## src/rtl/usb_frame_pkg.sv

```systemverilog
// Package: shared register select codes and default timing constants for
// the USB host frame timer. Assumes a 2-bit register select.
package usb_frame_pkg;
    typedef enum logic [1:0] {
        SEL_CTRL = 2'd0,
        SEL_FNUM = 2'd1,
        SEL_BASE = 2'd2,
        SEL_TRIM = 2'd3
    } ufr_sel_e;

    localparam int unsigned DEF_FRAME_BASE = 11936;
    localparam int unsigned DEF_TRIM_RESET = 64;
endpackage

```

## src/rtl/ufr_regs.sv

```systemverilog
// Module: software register bank for run/stop, frame trim and list base.
// Assumes writes arrive as single-cycle strobes; the frame number register
// lives in ufr_fnum because its write is gated by the halted state.
module ufr_regs
    import usb_frame_pkg::*;
#(
    parameter int unsigned TRIM_W    = 7,
    parameter int unsigned TRIM_RST  = 64,
    parameter int unsigned ADDR_W    = 32,
    parameter int unsigned PAGE_BITS = 12
) (
    input  logic                          clk,
    input  logic                          rst_n,
    input  logic                          wr_en,
    input  logic [1:0]                    wr_sel,
    input  logic                          wr_run,
    input  logic [TRIM_W-1:0]             wr_trim,
    input  logic [ADDR_W-PAGE_BITS-1:0]   wr_base,
    output logic                          run_q,
    output logic [TRIM_W-1:0]             trim_q,
    output logic [ADDR_W-PAGE_BITS-1:0]   base_q
);
    logic sel_ctrl;
    logic sel_trim;
    logic sel_base;

    // Decode the register select into per-register write enables.
    always_comb begin
        sel_ctrl = wr_en && (wr_sel == SEL_CTRL);
        sel_trim = wr_en && (wr_sel == SEL_TRIM);
        sel_base = wr_en && (wr_sel == SEL_BASE);
    end

    // Hold the run bit, the trim value and the page-aligned list base.
    always_ff @(posedge clk) begin
        if (!rst_n) begin
            run_q  <= 1'b0;
            trim_q <= TRIM_W'(TRIM_RST);
            base_q <= '0;
        end else begin
            if (sel_ctrl) run_q  <= wr_run;
            if (sel_trim) trim_q <= wr_trim;
            if (sel_base) base_q <= wr_base;
        end
    end
endmodule

```

## src/rtl/ufr_counter.sv

```systemverilog
// Module: frame tick counter and halt state machine.
// Counts tick strobes while not halted; at the last tick of a frame it
// wraps, pulses sof and, if run is low, enters halted. A rising run bit
// restarts the count so the following frame has full length.
module ufr_counter #(
    parameter int unsigned FRAME_BASE = 11936,
    parameter int unsigned TRIM_W     = 7,
    localparam int unsigned CNT_W     = $clog2(FRAME_BASE + (1 << TRIM_W))
) (
    input  logic              clk,
    input  logic              rst_n,
    input  logic              tick_en,
    input  logic              run,
    input  logic [TRIM_W-1:0] trim,
    output logic              halted_q,
    output logic              sof_q,
    output logic              frame_end
);
    logic [CNT_W-1:0] cnt_q;
    logic [CNT_W-1:0] last_cnt;
    logic             run_prev_q;
    logic             run_rise;
    logic             at_last;

    // Frame length and last-tick detection against the live trim value.
    always_comb begin
        last_cnt  = CNT_W'(FRAME_BASE) + CNT_W'(trim) - CNT_W'(1);
        at_last   = (cnt_q >= last_cnt);
        run_rise  = run && !run_prev_q;
        frame_end = !halted_q && tick_en && at_last && !run_rise;
    end

    // Advance or reload the tick count and raise the frame pulse.
    always_ff @(posedge clk) begin
        if (!rst_n) begin
            cnt_q      <= '0;
            sof_q      <= 1'b0;
            run_prev_q <= 1'b0;
        end else begin
            run_prev_q <= run;
            sof_q      <= frame_end;
            if (run_rise) begin
                cnt_q <= '0;
            end else if (!halted_q && tick_en) begin
                cnt_q <= at_last ? '0 : cnt_q + CNT_W'(1);
            end
        end
    end

    // Halted: set at a frame end with run low, cleared once run is seen.
    always_ff @(posedge clk) begin
        if (!rst_n) begin
            halted_q <= 1'b1;
        end else if (halted_q && run) begin
            halted_q <= 1'b0;
        end else if (frame_end && !run) begin
            halted_q <= 1'b1;
        end
    end
endmodule

```

## src/rtl/ufr_fnum.sv

```systemverilog
// Module: frame number register. Software may load it only while halted;
// otherwise it steps by one (natural wrap) at every frame end.
module ufr_fnum #(
    parameter int unsigned FNUM_W = 11
) (
    input  logic              clk,
    input  logic              rst_n,
    input  logic              wr_fnum,
    input  logic [FNUM_W-1:0] wr_value,
    input  logic              halted,
    input  logic              frame_end,
    output logic [FNUM_W-1:0] fnum_q
);
    // Load when halted, step at a frame boundary.
    always_ff @(posedge clk) begin
        if (!rst_n) begin
            fnum_q <= '0;
        end else if (wr_fnum && halted) begin
            fnum_q <= wr_value;
        end else if (frame_end) begin
            fnum_q <= fnum_q + FNUM_W'(1);
        end
    end
endmodule

```

## src/rtl/ufr_addr.sv

```systemverilog
// Module: frame list entry address. Each entry is one 32-bit word, so the
// low frame number bits index words inside the page given by the base.
module ufr_addr #(
    parameter int unsigned ADDR_W    = 32,
    parameter int unsigned PAGE_BITS = 12,
    localparam int unsigned IDX_W    = PAGE_BITS - 2
) (
    input  logic [ADDR_W-PAGE_BITS-1:0] base,
    input  logic [IDX_W-1:0]            index,
    output logic [ADDR_W-1:0]           entry
);
    // Concatenate page, word index and byte offset.
    always_comb begin
        entry = {base, index, 2'b00};
    end
endmodule

```

## src/rtl/usb_frame_timer.sv

```systemverilog
// Module: top of the USB host frame timer. Wires the register bank, the
// tick counter, the frame number register and the entry address logic.
// Assumes tick_en is a one-clock strobe per 12 MHz bit time and that
// FNUM_W is at least PAGE_BITS-2.
module usb_frame_timer
    import usb_frame_pkg::*;
#(
    parameter int unsigned FRAME_BASE = DEF_FRAME_BASE,
    parameter int unsigned TRIM_W     = 7,
    parameter int unsigned TRIM_RST   = DEF_TRIM_RESET,
    parameter int unsigned FNUM_W     = 11,
    parameter int unsigned ADDR_W     = 32,
    parameter int unsigned PAGE_BITS  = 12,
    localparam int unsigned REG_W     = 16,
    localparam int unsigned TRIM_REG_W = TRIM_W + 1,
    localparam int unsigned BASE_W    = ADDR_W - PAGE_BITS,
    localparam int unsigned IDX_W     = PAGE_BITS - 2
) (
    input  logic                  clk,
    input  logic                  rst_n,
    input  logic                  tick_en,
    input  logic                  wr_en,
    input  logic [1:0]            wr_sel,
    input  logic [ADDR_W-1:0]     wr_data,
    output logic [REG_W-1:0]      frame_num,
    output logic [TRIM_REG_W-1:0] sof_trim,
    output logic [ADDR_W-1:0]     list_base,
    output logic [ADDR_W-1:0]     entry_addr,
    output logic                  halted,
    output logic                  sof_pulse
);
    logic              run_q;
    logic [TRIM_W-1:0] trim_q;
    logic [BASE_W-1:0] base_q;
    logic [FNUM_W-1:0] fnum_q;
    logic              frame_end;
    logic              wr_fnum;
    logic              unused_wr_bits;

    // Frame number write strobe and a sink for data bits no register keeps.
    always_comb begin
        wr_fnum        = wr_en && (wr_sel == SEL_FNUM);
        unused_wr_bits = ^wr_data;
    end

    ufr_regs #(
        .TRIM_W    (TRIM_W),
        .TRIM_RST  (TRIM_RST),
        .ADDR_W    (ADDR_W),
        .PAGE_BITS (PAGE_BITS)
    ) u_regs (
        .clk     (clk),
        .rst_n   (rst_n),
        .wr_en   (wr_en),
        .wr_sel  (wr_sel),
        .wr_run  (wr_data[0]),
        .wr_trim (wr_data[TRIM_W-1:0]),
        .wr_base (wr_data[ADDR_W-1:PAGE_BITS]),
        .run_q   (run_q),
        .trim_q  (trim_q),
        .base_q  (base_q)
    );

    ufr_counter #(
        .FRAME_BASE (FRAME_BASE),
        .TRIM_W     (TRIM_W)
    ) u_counter (
        .clk       (clk),
        .rst_n     (rst_n),
        .tick_en   (tick_en),
        .run       (run_q),
        .trim      (trim_q),
        .halted_q  (halted),
        .sof_q     (sof_pulse),
        .frame_end (frame_end)
    );

    ufr_fnum #(
        .FNUM_W (FNUM_W)
    ) u_fnum (
        .clk       (clk),
        .rst_n     (rst_n),
        .wr_fnum   (wr_fnum),
        .wr_value  (wr_data[FNUM_W-1:0]),
        .halted    (halted),
        .frame_end (frame_end),
        .fnum_q    (fnum_q)
    );

    ufr_addr #(
        .ADDR_W    (ADDR_W),
        .PAGE_BITS (PAGE_BITS)
    ) u_addr (
        .base  (base_q),
        .index (fnum_q[IDX_W-1:0]),
        .entry (entry_addr)
    );

    // Readback views with reserved bits held at zero.
    always_comb begin
        frame_num = REG_W'(fnum_q);
        sof_trim  = TRIM_REG_W'(trim_q);
        list_base = {base_q, {PAGE_BITS{1'b0}}};
    end
endmodule

```

## config.mk

```make
export PLATFORM = sky130hd
export DESIGN_NAME = usb_frame_timer
export DESIGN_NICKNAME = d
export VERILOG_FILES = /design/src/rtl/usb_frame_pkg.sv /design/src/rtl/ufr_regs.sv /design/src/rtl/ufr_counter.sv /design/src/rtl/ufr_fnum.sv /design/src/rtl/ufr_addr.sv /design/src/rtl/usb_frame_timer.sv
export SDC_FILE = /design/constraint.sdc
export NUM_CORES = 1
export LEC_CHECK = 0
export ABC_AREA = 1
export ABC_CLOCK_PERIOD_IN_PS = 2300
export BUFFER_PORTS_ARGS = -buffer_cell sky130_fd_sc_hd__buf_4
export CAP_MARGIN = 0
export CORE_ASPECT_RATIO = 1.75
export CORE_UTILIZATION = 49
export CTS_CLUSTER_SIZE = 8
export DETAILED_ROUTE_END_ITERATION = 8
export PLACE_DENSITY = 0.81
export SYNTH_ARGS = -nofsm -noshare
export SYNTH_HDL_FRONTEND = slang
export SYNTH_SLANG_ARGS = --single-unit
```

## constraint.sdc

```tcl
create_clock -name clk -period 2.3 [get_ports clk]
set_input_delay 0.46 -clock clk [delete_from_list [all_inputs] [get_ports clk]]
set_output_delay 0.46 -clock clk [all_outputs]
set_load 0.03 [all_outputs]
```

==> flow_metrics.py <==
metrics = {
    "timing": {
        "rsz0062_at_grt": "yes",
        "period_minus_slack_ns": 2.27,
        "fmax_ghz": 0.441,
        "max-slew-margin-rel_pct": 57.6,
        "skew_ns": 0.00327,
        "tns_ns": 0,
        "period_share_pct": 98.6,
        "setup_violations": 0,
        "hold_violations": 0,
        "max_slew.worst_pin.slew_ns": 0.635,
        "slew_viol_final": 0,
    },
    "clock_network": {
        "worstSkewPairLatency_ns": 0.31,
        "cts_tree": "done",
        "clock-root-buffer": "clkbuf_8",
        "clkTransAtPathRegs_ns": 0.10,
        "clkSinkCount": 56,
        "numCtsBuffers": 5,
        "cts_max_level": 2,
        "cts_setup_buffers": 0,
        "clk_path_buf_depth": 2,
    },
    "worst_setup_path": {
        "cp_slowest_cell": "dfxtp_4",
        "arrival_ns": 2.48,
        "crit_top_cell": "nand2_2",
        "cp.required_ns": 2.51,
        "path_buf_inv": 1,
        "cp_top_family": "simple AND/OR/NAND/NOR gates",
        "setup.worst_path.end_class": "register",
        "crit_type": "register to register",
        "path_cells": "nor2_4 > nand4_1 > xor2_1 > ha_1 > nand2_2 > nor2_4 > nand2_2 > nand3_2 > nand2_2 > nand3_4 > nand3_4 > buf_6 > o21bai_1 > nor2_1",
        "max_stage_delay_ns": 0.37,
        "worstPathMaxFanout": 7,
        "startpoint_type": "register",
    },
    "worst_hold_path": {
        "min_path_type": "primary input to register",
    },
    "drt": {
        "drc": 0,
        "drtIter0Drc": 130,
        "num_vias": 3103,
        "wl_per_cell_um": 12.5,
        "drt_pass1_iterations": 4,
        "drt-total-wl_um": 7770,
        "ant_nets": 0,
        "via_per_inst": 4.99,
    },
    "pwr": {
        "p_leak_nw": 2.03,
        "cellPowerDensity_nw_per_um2": 538,
        "peakVddDrop_mv": 0.482,
        "power_w": 0.00219,
    },
    "synth": {
        "synth_edf_count": 0,
        "ys_seq_elements": 56,
        "ys_types": 35,
        "synthesis.instances": 462,
        "synth-async-reset-ratio_pct": 0,
        "syn_avg_cell_area_um2": 6.99,
        "synthFlopType": "dfxtp_1",
        "ys_warn_count": 0,
        "synth_area_um2": 3230,
        "seq_area_frac_synth_pct": 34.7,
    },
    "grt": {
        "antenna_found_initial": 0,
        "overflow": 0,
        "grt_usage_pct": 22.2,
        "grt_pass1_vias": 2905,
        "grt_max_degree": 39,
        "grt_pass1_wl_um": 12200,
    },
    "die": {
        "initial_core_util_pct": 51.5,
        "io_pins": 128,
        "row_count": 38,
        "core_um2": 6280,
        "die_h_um": 109,
        "die-area_um2": 6930,
        "die_w_um": 63.4,
    },
    "cells_and_area": {
        "syn2layout_area_growth_pct": 26.1,
        "finalNetCount": 591,
        "mostFrequentLayoutCells": "112 x buf_4, 84 x nor2_1, 75 x nand2_1",
        "layout-drive-gt1-share_pct": 30.4,
        "num_antenna_cells": 0,
        "fin_area_um2": 4080,
        "mostFrequentLayoutCell": "buf_4",
    },
    "place": {
        "portBuffers": 106,
        "placed_area_um2": 3830,
        "gp_routability_congestion": 0.868,
        "dp.final_hpwl_um": 5920,
    },
    "status": {
        "outcome": "finished clean",
    },
    "flow_run": {
        "cap_violations": 0,
    },
}
-- logic make-up after synthesis --
| family | Yosys count | synth area share [%] |
|---|---|---|
| AO/OA/AOI/OAI | 60 | 9.61 |
| XOR/XNOR | 10 | 2.71 |
| adder cells (fa/ha/maj) | 12 | 4.65 |
| buffers and inverters | 106 | 18.4 |
| flip-flops | 56 | 34.7 |
| other | 1 | 0.116 |
| AND/OR/NAND/NOR | 217 | 29.8 |
-- stage by stage --
stage / cells / worst slack [ns] / hold slack [ns] / util [%]
final: 622 / 0.0316 / 0.363 / 64.9
after global routing: 622 / -0.102 / 0.368 / 64.9
after CTS: 621 / 0.0330 / 0.359 / 62.9
after detailed placement: 613 / -0.00515 / 0.463 / 61.0
after global placement: 613 / 0.0615 / 0.457 / 61.0
after floorplan: 481 / 0.0348 / 0.432 / -
-- worst register-to-register path: cells and delay by family, from the launching register on --
family                     cells  cell delay (ns)
and+or+nand+nor               10             0.94
DFF                            1             0.37
adders and majority gates      1             0.34
xor gates and xnor gates       1             0.21
buffers and inverters          1             0.19
AOI/OAI and AO/OA              1             0.13
-- path summary, 6_finish.rpt --
check              startpoint                   end  slack [ns]  cells after the start
max          u_regs.trim_q[1]     u_fnum.fnum_q[10]        0.03                     14
min reg2reg      u_regs.run_q  u_counter.run_prev_q        0.47                      2
min               wr_data[29]     u_regs.base_q[17]        0.36                      3
max reg2reg  u_regs.trim_q[1]     u_fnum.fnum_q[10]        0.03                     14
-- power breakdown --
part	total (W)	switching, W	internal (W)
sequential	0.00104	0.0000365	0.00100
combinational	0.000505	0.000325	0.000180
clock	0.000648	0.000325	0.000323
total	0.00219	0.000686	0.00151
-- registers in the layout, indices dropped and copies added, names as in the netlist --
register	flops
u_counter.cnt_q	14
u_counter.sof_q	1
u_regs.trim_q	7
u_counter.run_prev_q	1
u_regs.base_q	20
u_fnum.fnum_q	11
u_counter.halted_q	1
u_regs.run_q	1
-- area by class of cell --
| class | instances | area (µm²) |
|---|---|---|
| well taps | 80 | 100 |
| repair buffers | 114 | 863 |
| inverters | 44 | 168 |
| fillers | 585 | 2200 |
| clock inverters | 3 | 42.5 |
| flip-flops and latches | 56 | 1130 |
| multi-input cells | 320 | 1700 |
| clock buffers | 5 | 68.8 |
-- metal layers --
metal | share of wire (%) | wire length [µm] | track usage, % | vias up
met1 | 36 | 2810 | 22.0 | 1440
li1 | - | - | - | 1549
met3 | 4.2 | 328 | 2.90 | 18
met2 | 57 | 4430 | 44.3 | 96
met5 | 0 | 0 | 0 | -
met4 | 2.7 | 211 | 10.4 | 0
-- synth_stat cells (all sizes together), types with 2 or more instances --
cell    instances  area, µm²
nor2           92        360
nand2          84        335
dfxtp          56       1120
buf            53        397
inv            44        165
o21ai          36        180
nand3          23        133
a21oi          20        100
ha             12        150
clkbuf          9       33.8
nor3            9       66.3
xor2            7       61.3
nor3b           4       35.0
xnor2           3       26.3
nand4           2       12.5
-- timing repair --
| action | 4_1_cts | 5_1_grt |
|---|---|---|
| cloned | 0 | 1 |
| endpoints found under the setup margin | 1 | 27 |
| pin swaps | 0 | 17 |
| hold buffers | 0 | 0 |
| resized for setup | 1 | 33 |
No activity file was read; power rests on OpenSTA's default activity.
